--- src/rtl/htc_pkg.sv ---
package htc_pkg;

  typedef enum logic [2:0] {
    SEL_NONE,
    SEL_CMP_LO,
    SEL_CMP_FULL,
    SEL_CMP_HI,
    SEL_TIME_LO,
    SEL_TIME_FULL,
    SEL_TIME_HI
  } rd_sel_e;

  function automatic logic [63:0] merge64(input logic [63:0] cur,
                                          input logic        lo_en,
                                          input logic        hi_en,
                                          input logic [31:0] lo,
                                          input logic [31:0] hi);
    return {hi_en ? hi : cur[63:32], lo_en ? lo : cur[31:0]};
  endfunction

endpackage

--- src/rtl/htc_decode.sv ---
module htc_decode
  import htc_pkg::*;
#(
  parameter int                NUM_HARTS = 4,
  parameter int                ADDR_W    = 16,
  parameter logic [ADDR_W-1:0] CMP_BASE  = '0,
  parameter logic [ADDR_W-1:0] TIME_BASE = 16'h7FF8,
  localparam int               IDX_W     = (NUM_HARTS > 1) ? $clog2(NUM_HARTS) : 1
) (
  input  logic                 req_i,
  input  logic                 we_i,
  input  logic                 wide_i,
  input  logic [ADDR_W-1:0]    addr_i,
  output rd_sel_e              rd_sel_o,
  output logic [IDX_W-1:0]     rd_idx_o,
  output logic [NUM_HARTS-1:0] cmp_we_lo_o,
  output logic [NUM_HARTS-1:0] cmp_we_hi_o,
  output logic                 time_we_lo_o,
  output logic                 time_we_hi_o
);

  localparam logic [ADDR_W:0] CMP_END = {1'b0, CMP_BASE} + (ADDR_W+1)'(NUM_HARTS * 8);

  logic [ADDR_W-1:0] rel;
  logic [2:0]        off;
  logic              cmp_hit, time_hit, at_lo, at_hi, wr, rd, lo_w, hi_w;

  always_comb begin
    rel      = addr_i - CMP_BASE;
    off      = addr_i[2:0];
    cmp_hit  = ({1'b0, addr_i} >= {1'b0, CMP_BASE}) && ({1'b0, addr_i} < CMP_END);
    // deadline window wins if the two windows were ever placed on top of each other
    time_hit = (addr_i[ADDR_W-1:3] == TIME_BASE[ADDR_W-1:3]) && !cmp_hit;
    at_lo    = (off == 3'd0);
    at_hi    = (off == 3'd4);
    rd_idx_o = rel[3 +: IDX_W];
    wr       = req_i && we_i;
    rd       = req_i && !we_i;
    lo_w     = wr && at_lo;
    // an 8-byte access at the high word is not a legal write
    hi_w     = wr && ((at_lo && wide_i) || (at_hi && !wide_i));

    for (int h = 0; h < NUM_HARTS; h++) begin
      cmp_we_lo_o[h] = cmp_hit && (rd_idx_o == IDX_W'(h)) && lo_w;
      cmp_we_hi_o[h] = cmp_hit && (rd_idx_o == IDX_W'(h)) && hi_w;
    end
    time_we_lo_o = time_hit && lo_w;
    time_we_hi_o = time_hit && hi_w;

    rd_sel_o = SEL_NONE;
    if (rd && cmp_hit) begin
      if (at_lo)      rd_sel_o = wide_i ? SEL_CMP_FULL : SEL_CMP_LO;
      else if (at_hi) rd_sel_o = SEL_CMP_HI;
    end else if (rd && time_hit) begin
      if (at_lo)      rd_sel_o = wide_i ? SEL_TIME_FULL : SEL_TIME_LO;
      else if (at_hi) rd_sel_o = SEL_TIME_HI;
    end
  end

endmodule

--- src/rtl/htc_time_ctr.sv ---
module htc_time_ctr
  import htc_pkg::*;
(
  input  logic        clk_i,
  input  logic        rst_ni,
  input  logic        tick_i,
  input  logic        we_lo_i,
  input  logic        we_hi_i,
  input  logic [31:0] lo_word_i,
  input  logic [31:0] hi_word_i,
  output logic [63:0] time_q_o,
  output logic [63:0] time_d_o
);

  logic [63:0] time_q;

  always_comb begin
    if (we_lo_i || we_hi_i) time_d_o = merge64(time_q, we_lo_i, we_hi_i, lo_word_i, hi_word_i);
    else if (tick_i)        time_d_o = time_q + 64'd1;
    else                    time_d_o = time_q;
  end

  always_ff @(posedge clk_i or negedge rst_ni) begin
    if (!rst_ni) time_q <= '0;
    else         time_q <= time_d_o;
  end

  assign time_q_o = time_q;

  AST_TICK_STEP: assert property (@(posedge clk_i) disable iff (!rst_ni)
    tick_i && !we_lo_i && !we_hi_i |=> time_q == $past(time_q) + 64'd1);
  AST_IDLE_HOLD: assert property (@(posedge clk_i) disable iff (!rst_ni)
    !tick_i && !we_lo_i && !we_hi_i |=> $stable(time_q));
  AST_WR_WINS: assert property (@(posedge clk_i) disable iff (!rst_ni)
    we_lo_i && we_hi_i |=> time_q == {$past(hi_word_i), $past(lo_word_i)});

endmodule

--- src/rtl/htc_cmp_slot.sv ---
module htc_cmp_slot
  import htc_pkg::*;
(
  input  logic        clk_i,
  input  logic        rst_ni,
  input  logic        we_lo_i,
  input  logic        we_hi_i,
  input  logic [31:0] lo_word_i,
  input  logic [31:0] hi_word_i,
  input  logic [63:0] time_d_i,
  input  logic [63:0] time_q_i,
  output logic [63:0] cmp_o,
  output logic        irq_o
);

  logic [63:0] cmp_q, cmp_d;
  logic        irq_q;

  assign cmp_d = merge64(cmp_q, we_lo_i, we_hi_i, lo_word_i, hi_word_i);

  // compare on next-state values so the level tracks the registers without lag
  always_ff @(posedge clk_i or negedge rst_ni) begin
    if (!rst_ni) begin
      cmp_q <= '1;
      irq_q <= 1'b0;
    end else begin
      cmp_q <= cmp_d;
      irq_q <= (cmp_d <= time_d_i);
    end
  end

  assign cmp_o = cmp_q;
  assign irq_o = irq_q;

  AST_IRQ_LEVEL: assert property (@(posedge clk_i) disable iff (!rst_ni)
    irq_o == (cmp_q <= time_q_i));
  AST_LO_KEEPS_HI: assert property (@(posedge clk_i) disable iff (!rst_ni)
    we_lo_i && !we_hi_i |=> cmp_q[63:32] == $past(cmp_q[63:32]));
  AST_HI_KEEPS_LO: assert property (@(posedge clk_i) disable iff (!rst_ni)
    we_hi_i && !we_lo_i |=> cmp_q[31:0] == $past(cmp_q[31:0]));

endmodule

--- src/rtl/htc_timer_top.sv ---
module htc_timer_top
  import htc_pkg::*;
#(
  parameter int                NUM_HARTS = 4,
  parameter int                ADDR_W    = 16,
  parameter logic [ADDR_W-1:0] CMP_BASE  = '0,
  parameter logic [ADDR_W-1:0] TIME_BASE = 16'h7FF8
) (
  input  logic                 clk_i,
  input  logic                 rst_ni,
  input  logic                 tick_i,
  input  logic                 req_i,
  input  logic                 we_i,
  input  logic                 wide_i,
  input  logic [ADDR_W-1:0]    addr_i,
  input  logic [63:0]          wdata_i,
  output logic [63:0]          rdata_o,
  output logic [NUM_HARTS-1:0] irq_o
);

  localparam int IDX_W = (NUM_HARTS > 1) ? $clog2(NUM_HARTS) : 1;

  rd_sel_e              rd_sel;
  logic [IDX_W-1:0]     rd_idx;
  logic [NUM_HARTS-1:0] cmp_we_lo, cmp_we_hi;
  logic                 time_we_lo, time_we_hi;
  logic [31:0]          lo_word, hi_word;
  logic [63:0]          time_q, time_d;
  logic [63:0]          cmp_val [NUM_HARTS];

  assign lo_word = wdata_i[31:0];
  assign hi_word = wide_i ? wdata_i[63:32] : wdata_i[31:0];

  htc_decode #(
    .NUM_HARTS(NUM_HARTS), .ADDR_W(ADDR_W), .CMP_BASE(CMP_BASE), .TIME_BASE(TIME_BASE)
  ) u_decode (
    .req_i       (req_i),
    .we_i        (we_i),
    .wide_i      (wide_i),
    .addr_i      (addr_i),
    .rd_sel_o    (rd_sel),
    .rd_idx_o    (rd_idx),
    .cmp_we_lo_o (cmp_we_lo),
    .cmp_we_hi_o (cmp_we_hi),
    .time_we_lo_o(time_we_lo),
    .time_we_hi_o(time_we_hi)
  );

  htc_time_ctr u_time (
    .clk_i    (clk_i),
    .rst_ni   (rst_ni),
    .tick_i   (tick_i),
    .we_lo_i  (time_we_lo),
    .we_hi_i  (time_we_hi),
    .lo_word_i(lo_word),
    .hi_word_i(hi_word),
    .time_q_o (time_q),
    .time_d_o (time_d)
  );

  for (genvar h = 0; h < NUM_HARTS; h++) begin : g_slot
    htc_cmp_slot u_slot (
      .clk_i    (clk_i),
      .rst_ni   (rst_ni),
      .we_lo_i  (cmp_we_lo[h]),
      .we_hi_i  (cmp_we_hi[h]),
      .lo_word_i(lo_word),
      .hi_word_i(hi_word),
      .time_d_i (time_d),
      .time_q_i (time_q),
      .cmp_o    (cmp_val[h]),
      .irq_o    (irq_o[h])
    );
  end

  always_comb begin
    unique case (rd_sel)
      SEL_CMP_LO:    rdata_o = {32'h0, cmp_val[rd_idx][31:0]};
      SEL_CMP_FULL:  rdata_o = cmp_val[rd_idx];
      SEL_CMP_HI:    rdata_o = {32'h0, cmp_val[rd_idx][63:32]};
      SEL_TIME_LO:   rdata_o = {32'h0, time_q[31:0]};
      SEL_TIME_FULL: rdata_o = time_q;
      SEL_TIME_HI:   rdata_o = {32'h0, time_q[63:32]};
      default:       rdata_o = '0;
    endcase
  end

  AST_WIDE_HI_DROP: assert property (@(posedge clk_i) disable iff (!rst_ni)
    req_i && we_i && wide_i && addr_i[2]
      |-> (cmp_we_lo == '0) && (cmp_we_hi == '0) && !time_we_lo && !time_we_hi);
  AST_ONE_SLOT: assert property (@(posedge clk_i) disable iff (!rst_ni)
    $onehot0(cmp_we_lo | cmp_we_hi));
  AST_IDLE_NO_WRITE: assert property (@(posedge clk_i) disable iff (!rst_ni)
    !(req_i && we_i) |-> !time_we_lo && !time_we_hi && (cmp_we_hi == '0));

endmodule

--- config.mk ---
export PLATFORM = sky130hd
export DESIGN_NAME = htc_timer_top
export DESIGN_NICKNAME = d
export VERILOG_FILES = /design/src/rtl/htc_pkg.sv /design/src/rtl/htc_decode.sv /design/src/rtl/htc_time_ctr.sv /design/src/rtl/htc_cmp_slot.sv /design/src/rtl/htc_timer_top.sv
export SDC_FILE = /design/constraint.sdc
export NUM_CORES = 1
export LEC_CHECK = 0
export BUFFER_PORTS_ARGS = -buffer_cell sky130_fd_sc_hd__buf_2
export CORE_AREA = 2 2 199 201
export CTS_CLUSTER_SIZE = 16
export DETAILED_ROUTE_END_ITERATION = 10
export DIE_AREA = 0 0 201 203
export PLACE_DENSITY_LB_ADDON = 0.25
export SYNTH_ARGS = -nofsm -noshare
export SYNTH_HDL_FRONTEND = slang
export SYNTH_SLANG_ARGS = --single-unit
--- constraint.sdc ---
create_clock -name clk_i -period 12.83 [get_ports clk_i]
set_input_delay 1.283 -clock clk_i [delete_from_list [all_inputs] [get_ports clk_i]]
set_output_delay 1.283 -clock clk_i [all_outputs]
set_load 0.02 [all_outputs]
==> results.md, run 1 <==
* Initial antenna violation count at 4
* Post-place setup slack at 4.93 ns
* Port Buffer Count at 153
* VDD IR max at 0.115 mV
* Final Skew at 0.0310 ns
* Final worst path period need at 7.80 ns
* Simple-Gate Fraction of Synth Area at 14.0%
* CTS tree: done
* Synth area leader: dfstp_2
* Layout cells sized above 1 at 31.5%
* Setup TNS at 0 ns
* Rel. slew slack at 5.49%
* Postcts setup bufs at 0
* Synth top area share at 29.5%
* Slew of the pin with the lowest slew margin at 1.41 ns
* Cells after Synth at 2238
* EDFF count, synth at 0
* Post-route ant nets at 0
* P_leak at 11.5 nW
* DR DRC count at 0
* Ranking of synthesized cells by area: dfstp_2 29%, ha_1 14%, dfrtp_1 7.5%
* Clock sinks at 324
* Worst hold margin at 0.519 ns
* Avg WL per Cell at 31.7 µm
* H-tree depth at 2
* Core area at 0.0385 mm²
* HPWL Detailed at 70200 µm
* Setup crit end kind: register
* Synth Area in Adders at 13.9%
* Mapped Area at 0.0228 mm²
* Crit Path Max Fanout at 33
* Max Cap Violations at 0
* Final Worst Setup Slack at 5.03 ns
* Syn avg cell area at 10.2 µm²
* CP Data Required Time at 13.27 ns
* Via Count at 20600
* First-pass GRT wire length at 135000 µm
* Clk buf depth at 3
* Post_cts resized at 0
* GRT Residual Overflow at 0
* DRT iter0 DRCs at 2535
* Initial Util at 59.3%
* Final Hold Vio Count at 0
* Status: finished, final reports clean
* Chip Width at 201 µm
* GPL Wtd Cong at 1.07
* WS Path Type: in -> reg
* Pwr/cell area at 96.4 mW/mm²
* RSZ-0062 raised after global routing: no
* DP Area at 0.0241 mm²
* Layout fillers at 2987
* I/O pins at 154
* Synth Area in XOR/XNOR at 0.460%
* Die Ht at 203 µm
* Area Growth Syn to Fin at 11.3%
* Post-synthesis compound-gate area fraction at 17.2%
* Synth Net Count at 2577
* Final setup fails at 0
* F_max at 0.128 GHz
* Vias per Instance at 7.11
* Post-synth cell types at 82
* Final instance area at 0.0254 mm²
* Largest family of logic cells by synthesized area: compound AO/OA/AOI/OAI gates
* Clock transition at path regs at 0.06 ns
* Hold Buf Count CTS at 0
* First drt pass iteration count at 6
* Most numerous cell in the Yosys netlist: dfstp_2
* Startpoint types: input port
* Root buffer cell: clkbuf_16
* Final period utilization at 60.8%
* Final wirelength at 92000 µm
* Syn. warnings at 0
* HP Class: reg -> reg
* Final Max Tran Viols at 0
* GRT Resource Usage Total at 45.2%
* Die area at 0.0408 mm²
* CP Data Arrival Time at 8.25 ns
* Register area share after synthesis at 36.9%
* Pin count of the biggest net entering global routing at 116
* Mux contribution to synthesized area at 14.2%
* Post-synthesis async set-or-reset flop share at 100%
* Num CTS Buffers at 39
* # rows at 72
* Synthesized flop and latch total at 324
* Worst skew pair latency at 0.58 ns
* Vias in the first global route at 19900
* Primary FF master, synth: dfstp_2
* Synth top cells by count: 256 x dfstp_2, 253 x ha_1, 241 x nor2_1, 223 x a21oi_1, 124 x mux2_2
* Nets at 2689
[through the flow]
| step | util (%) | power (mW) | cells |
|---|---|---|---|
| floorplan | - | 1.20 | 2238 |
| global placement | 62.7 | 1.32 | 2827 |
| detailed placement | 62.7 | 1.32 | 2827 |
| CTS | 66.0 | 2.44 | 2896 |
| global route | 66.0 | 2.50 | 2896 |
| finish | 66.1 | 2.45 | 2900 |
[worst paths after layout]
kind | slack, ns | cells after the start | to | start
setup / recovery | 5.03 | 17 | g_slot[3].u_slot.irq_o$_DFF_PN0_ | addr_i[4]
min in group asynchronous | 0.81 | 1 | u_time.time_q_o[52]$_DFF_PN0_ | rst_ni
setup reg to reg | 5.62 | 17 | g_slot[3].u_slot.irq_o$_DFF_PN0_ | u_time.time_q_o[2]$_DFF_PN0_
hold / removal | 0.52 | 2 | g_slot[1].u_slot.cmp_o[53]$_DFF_PN1_ | g_slot[1].u_slot.cmp_o[53]$_DFF_PN1_
hold reg to reg | 0.52 | 2 | g_slot[1].u_slot.cmp_o[53]$_DFF_PN1_ | g_slot[1].u_slot.cmp_o[53]$_DFF_PN1_
max in group asynchronous | 9.77 | 3 | u_time.time_q_o[4]$_DFF_PN0_ | rst_ni
[critical path, stage by stage]
cell,delay [ns]
buf_4,0.53
nand2_4,0.19
or4_1,0.56
buf_4,0.24
nor2_1,0.89
a211oi_1,0.08
a311oi_1,0.50
inv_1,0.24
ha_1,0.36
nand2_1,0.08
nor3_1,1.03
nand4_1,0.60
nor3_1,0.66
o21ai_0,0.31
nand4b_1,0.29
a31oi_1,0.07
a41o_1,0.28
[flip-flops by register name (all words and copies together), names as in the netlist]
register / flops
g_slot.u_slot.cmp_o: 256
u_time.time_q_o: 64
g_slot.u_slot.irq_o: 4
[cells in the final DEF (no fill, tap or decap), types with 11 or more instances in the layout]
master | synthesis | final
a211oi_1 | 13 | 13
nor2_1 | 241 | 235
ha_1 | 253 | 253
a21oi_1 | 223 | 223
a22o_1 | 32 | 32
o21ai_0 | 67 | 67
mux2i_1 | 40 | 40
nand2_1 | 117 | 116
nor4_1 | 12 | 11
nand4_1 | 44 | 44
and3_1 | 33 | 33
inv_1 | 64 | 64
and4_1 | 16 | 16
a311o_1 | 13 | 13
a311oi_1 | 19 | 19
buf_4 | 10 | 41
a21o_1 | 41 | 41
dfrtp_1 | 68 | 68
o221ai_1 | 11 | 11
a22oi_1 | 67 | 67
nand3_1 | 67 | 65
buf_2 | 14 | 150
o21a_1 | 11 | 11
mux2_2 | 124 | 124
a31oi_1 | 15 | 15
dfstp_2 | 256 | 256
clkbuf_1 | 86 | 13
clkbuf_16 | 0 | 41
nor3_1 | 39 | 36
mux4_2 | 64 | 64
[where the power goes]
| part | switching (mW) | total (mW) | internal, mW | leakage [nW] |
|---|---|---|---|---|
| clock | 0.463 | 1.13 | 0.668 | 0.620 |
| combinational | 0.181 | 0.259 | 0.0784 | 7.34 |
| sequential | 0.0228 | 1.06 | 1.04 | 3.54 |
| total | 0.667 | 2.45 | 1.78 | 11.5 |
[kinds of logic (layout without fill, tap and decap cells)]
| logic type | count (synthesis) | count (layout) |
|---|---|---|
| and+or+nand+nor | 641 | 641 |
| other | 0 | 4 |
| muxes | 228 | 228 |
| adders and majority gates | 254 | 254 |
| buffers and inverters | 185 | 325 |
| xor gates and xnor gates | 12 | 12 |
| DFF | 324 | 324 |
| AOI/OAI and AO/OA | 594 | 594 |
[area by class of cell]
class	instances	area [µm²]	share of cell area, %
clock inverters	8	101	0.399
flip-flops and latches	324	8430	33.2
inverters	64	240	0.945
repair buffers	192	1070	4.22
multi-input cells	1729	13700	54.1
well taps	518	648	2.55
diodes	4	10.0	0.0394
clock buffers	61	1170	4.61
[routing by layer]
| metal | wire length, µm | global-route usage [%] | share of wire (%) | vias to the layer above |
|---|---|---|---|---|
| met3 | 10600 | 11.5 | 12 | 277 |
| met2 | 38700 | 65.2 | 42 | 1361 |
| met5 | 29 | 0 | 0.032 | - |
| li1 | - | - | - | 8779 |
| met4 | 6340 | 27.6 | 6.9 | 4 |
| met1 | 36300 | 61.1 | 39 | 10200 |
Power figures use the tool's default switching activity.
==> run 2: changes to the inputs <==
- CORE_AREA: 2 2 199 201 -> 2 2 205 207
- DIE_AREA: 0 0 201 203 -> 0 0 207 209
- clock period: 12.83 -> 6.7 ns (I/O delays scaled with it)
==> run 2 against run 1 <==
Net effect: final area is 0.73% higher; combinational power grew 89%; clock skew shrank 0.0041 ns; first-iteration DRC count down 9.2%; total power increased by 91%; sequential share of layout area fell by 0.24 points; non-clock buffer count increased by 12; sequential power increased by 92%; hold slack got worse by 0.45 ns; clock power is 90% higher; utilization down 4.1 points; worst setup slack got worse by 4.7 ns; critical path type is now reg -> reg; largest power group unchanged; highest routed layer unchanged.
==> results.md, run 2 (same netlist as run 1, synthesis figures left out) <==
* Status: finished, final reports clean
* Final worst path period need at 6.39 ns
* Chip Width at 207 µm
* Clk buf depth at 3
* Layout cells sized above 1 at 32.2%
* P_leak at 11.6 nW
* RSZ-0062 raised after global routing: no
* Root buffer cell: clkbuf_16
* Core area at 0.0413 mm²
* Setup TNS at 0 ns
* Vias in the first global route at 20000
* Critical Path Max Stage Delay at 0.76 ns
* Worst skew pair latency at 0.57 ns
* CP Data Arrival Time at 6.82 ns
* Rel. slew slack at 9.02%
* CTS tree: done
* Final Skew at 0.0268 ns
* Post_cts resized at 0
* Final Hold Vio Count at 0
* Worst hold margin at 0.0653 ns
* Final wirelength at 93300 µm
* CP Data Required Time at 7.13 ns
* I/O pins at 154
* Initial Util at 55.3%
* Pin count of the biggest net entering global routing at 137
* Num CTS Buffers at 39
* Sw frac at 27.2%
* DRT iter0 DRCs at 2302
* Nets at 2701
* VDD IR max at 0.190 mV
* First drt pass iteration count at 6
* Combinational Power Share at 10.5%
* # rows at 75
* Slew of the pin with the lowest slew margin at 1.36 ns
* Setup crit end kind: register
* GRT Residual Overflow at 0
* Startpoint types: register
* Max Cap Violations at 0
* Post-place setup slack at 0.328 ns
* First-pass GRT wire length at 136000 µm
* Via Count at 20300
* Clock sinks at 324
* Final setup fails at 0
* GRT Resource Usage Total at 42.7%
* HP Class: in -> async
* Avg WL per Cell at 31.8 µm
* Most frequent cells in the layout: 256 x dfstp_2, 253 x ha_1, 235 x nor2_1, 223 x a21oi_1, 150 x buf_2
* Final Worst Setup Slack at 0.309 ns
* WS Path Type: reg -> reg
* Die area at 0.0433 mm²
* H-tree depth at 2
* Clock transition at path regs at 0.07 ns
* Area Growth Syn to Fin at 12.1%
* Postcts setup bufs at 0
* Sequential Power Share at 43.4%
* CP cell instances: nand3_2 -> nor4_4 -> nand2_4 -> nor3_1 -> buf_4 -> nand2_1 -> o311ai_0 -> inv_1 -> ha_1 -> nand4_1 -> nor3_1 -> nand4_1 -> nor3_1 -> nand3_1 -> a211oi_1 -> nor3_1 -> a21o_1
* Port Buffer Count at 153
* Switching power at 1.27 mW
* Initial antenna violation count at 4
* Die Ht at 209 µm
* HPWL Detailed at 72300 µm
* Cell mode on critical path: nor3_1
* Final Util at 62.0%
* Slowest cell on the critical path: o311ai_0
* GPL Wtd Cong at 1.03
* Vias per Instance at 6.92
* Post-route ant nets at 0
* Pwr/cell area at 182 mW/mm²
* Crit Path Max Fanout at 11
* DR DRC count at 0
* Number of flip-flops in the largest register at 256
* Final period utilization at 95.4%
* Hold Buf Count CTS at 0
* Clock power frac at 46.1%
* Int Power at 3.40 mW
* Total Power at 4.67 mW
* Commonest non-fill, non-tap cell in the layout: dfstp_2
* F_max at 0.156 GHz
* Final Max Tran Viols at 0
==> run 2: changes by cell type in the layout (fill, tap and decap cells not counted), sizes merged <==
cell and delta:
bufinv -2, buf +12, clkinvlp +2, clkinv +3, clkbuf -2
==> run 2: power groups by stage <==
stage	combinational [mW]	sequential, mW	clock, mW
floorplan	0.277	2.03	0
CTS	0.478	2.02	2.17
finish	0.489	2.03	2.15
detailed placement	0.476	2.05	0
global placement	0.466	2.05	0
global route	0.522	2.03	2.25
==> run 2: per-stage QoR <==
stage	instances	area (µm²)
after global placement	2860	24300
after CTS	2930	25600
final	2934	25600
after floorplan	2238	22800
after detailed placement	2860	24300
after global routing	2930	25600
==> run 2: layer usage <==
layer	vias to the layer above	part of all wire [%]	track usage, %
met1	10100	40	57.2
li1	8801	-	-
met4	2	6.0	22.6
met3	247	11	12.7
met5	-	0.0096	0
met2	1207	42	62.6
==> run 2: area by class of cell <==
type,count,area [µm²]
Antenna cell,4,10.0
Clock buffer,59,1220
Clock inverter,11,67.6
Fill cell,3384,15700
Inverter,64,240
Multi-Input combinational cell,1729,13700
Sequential cell,324,8430
Tap cell,539,674
Timing Repair Buffer,204,1210
==> run 2: worst max-delay path, delay by kind of cell (launching register included) <==
kind | cells | cell delay, ns
AOI/OAI and AO/OA | 3 | 1.24
adders and majority gates | 1 | 0.41
buffers and inverters | 2 | 0.53
DFF | 1 | 0.53
and+or+nand+nor | 11 | 3.54
==> run 2: path summary, 6_finish.rpt <==
| check | startpoint | endpoint | slack (ns) | cells past startpoint |
|---|---|---|---|---|
| max reg2reg | u_time.time_q_o[2]$_DFF_PN0_ | g_slot[0].u_slot.irq_o$_DFF_PN0_ | 0.31 | 17 |
| min in group clk_i | wdata_i[31] | g_slot[1].u_slot.cmp_o[31]$_DFF_PN1_ | 0.50 | 2 |
| max in group asynchronous | rst_ni | g_slot[0].u_slot.irq_o$_DFF_PN0_ | 5.42 | 2 |
| min reg2reg | g_slot[1].u_slot.cmp_o[41]$_DFF_PN1_ | g_slot[1].u_slot.cmp_o[41]$_DFF_PN1_ | 0.52 | 2 |
| max | u_time.time_q_o[2]$_DFF_PN0_ | g_slot[0].u_slot.irq_o$_DFF_PN0_ | 0.31 | 17 |
| min | rst_ni | u_time.time_q_o[52]$_DFF_PN0_ | 0.07 | 1 |
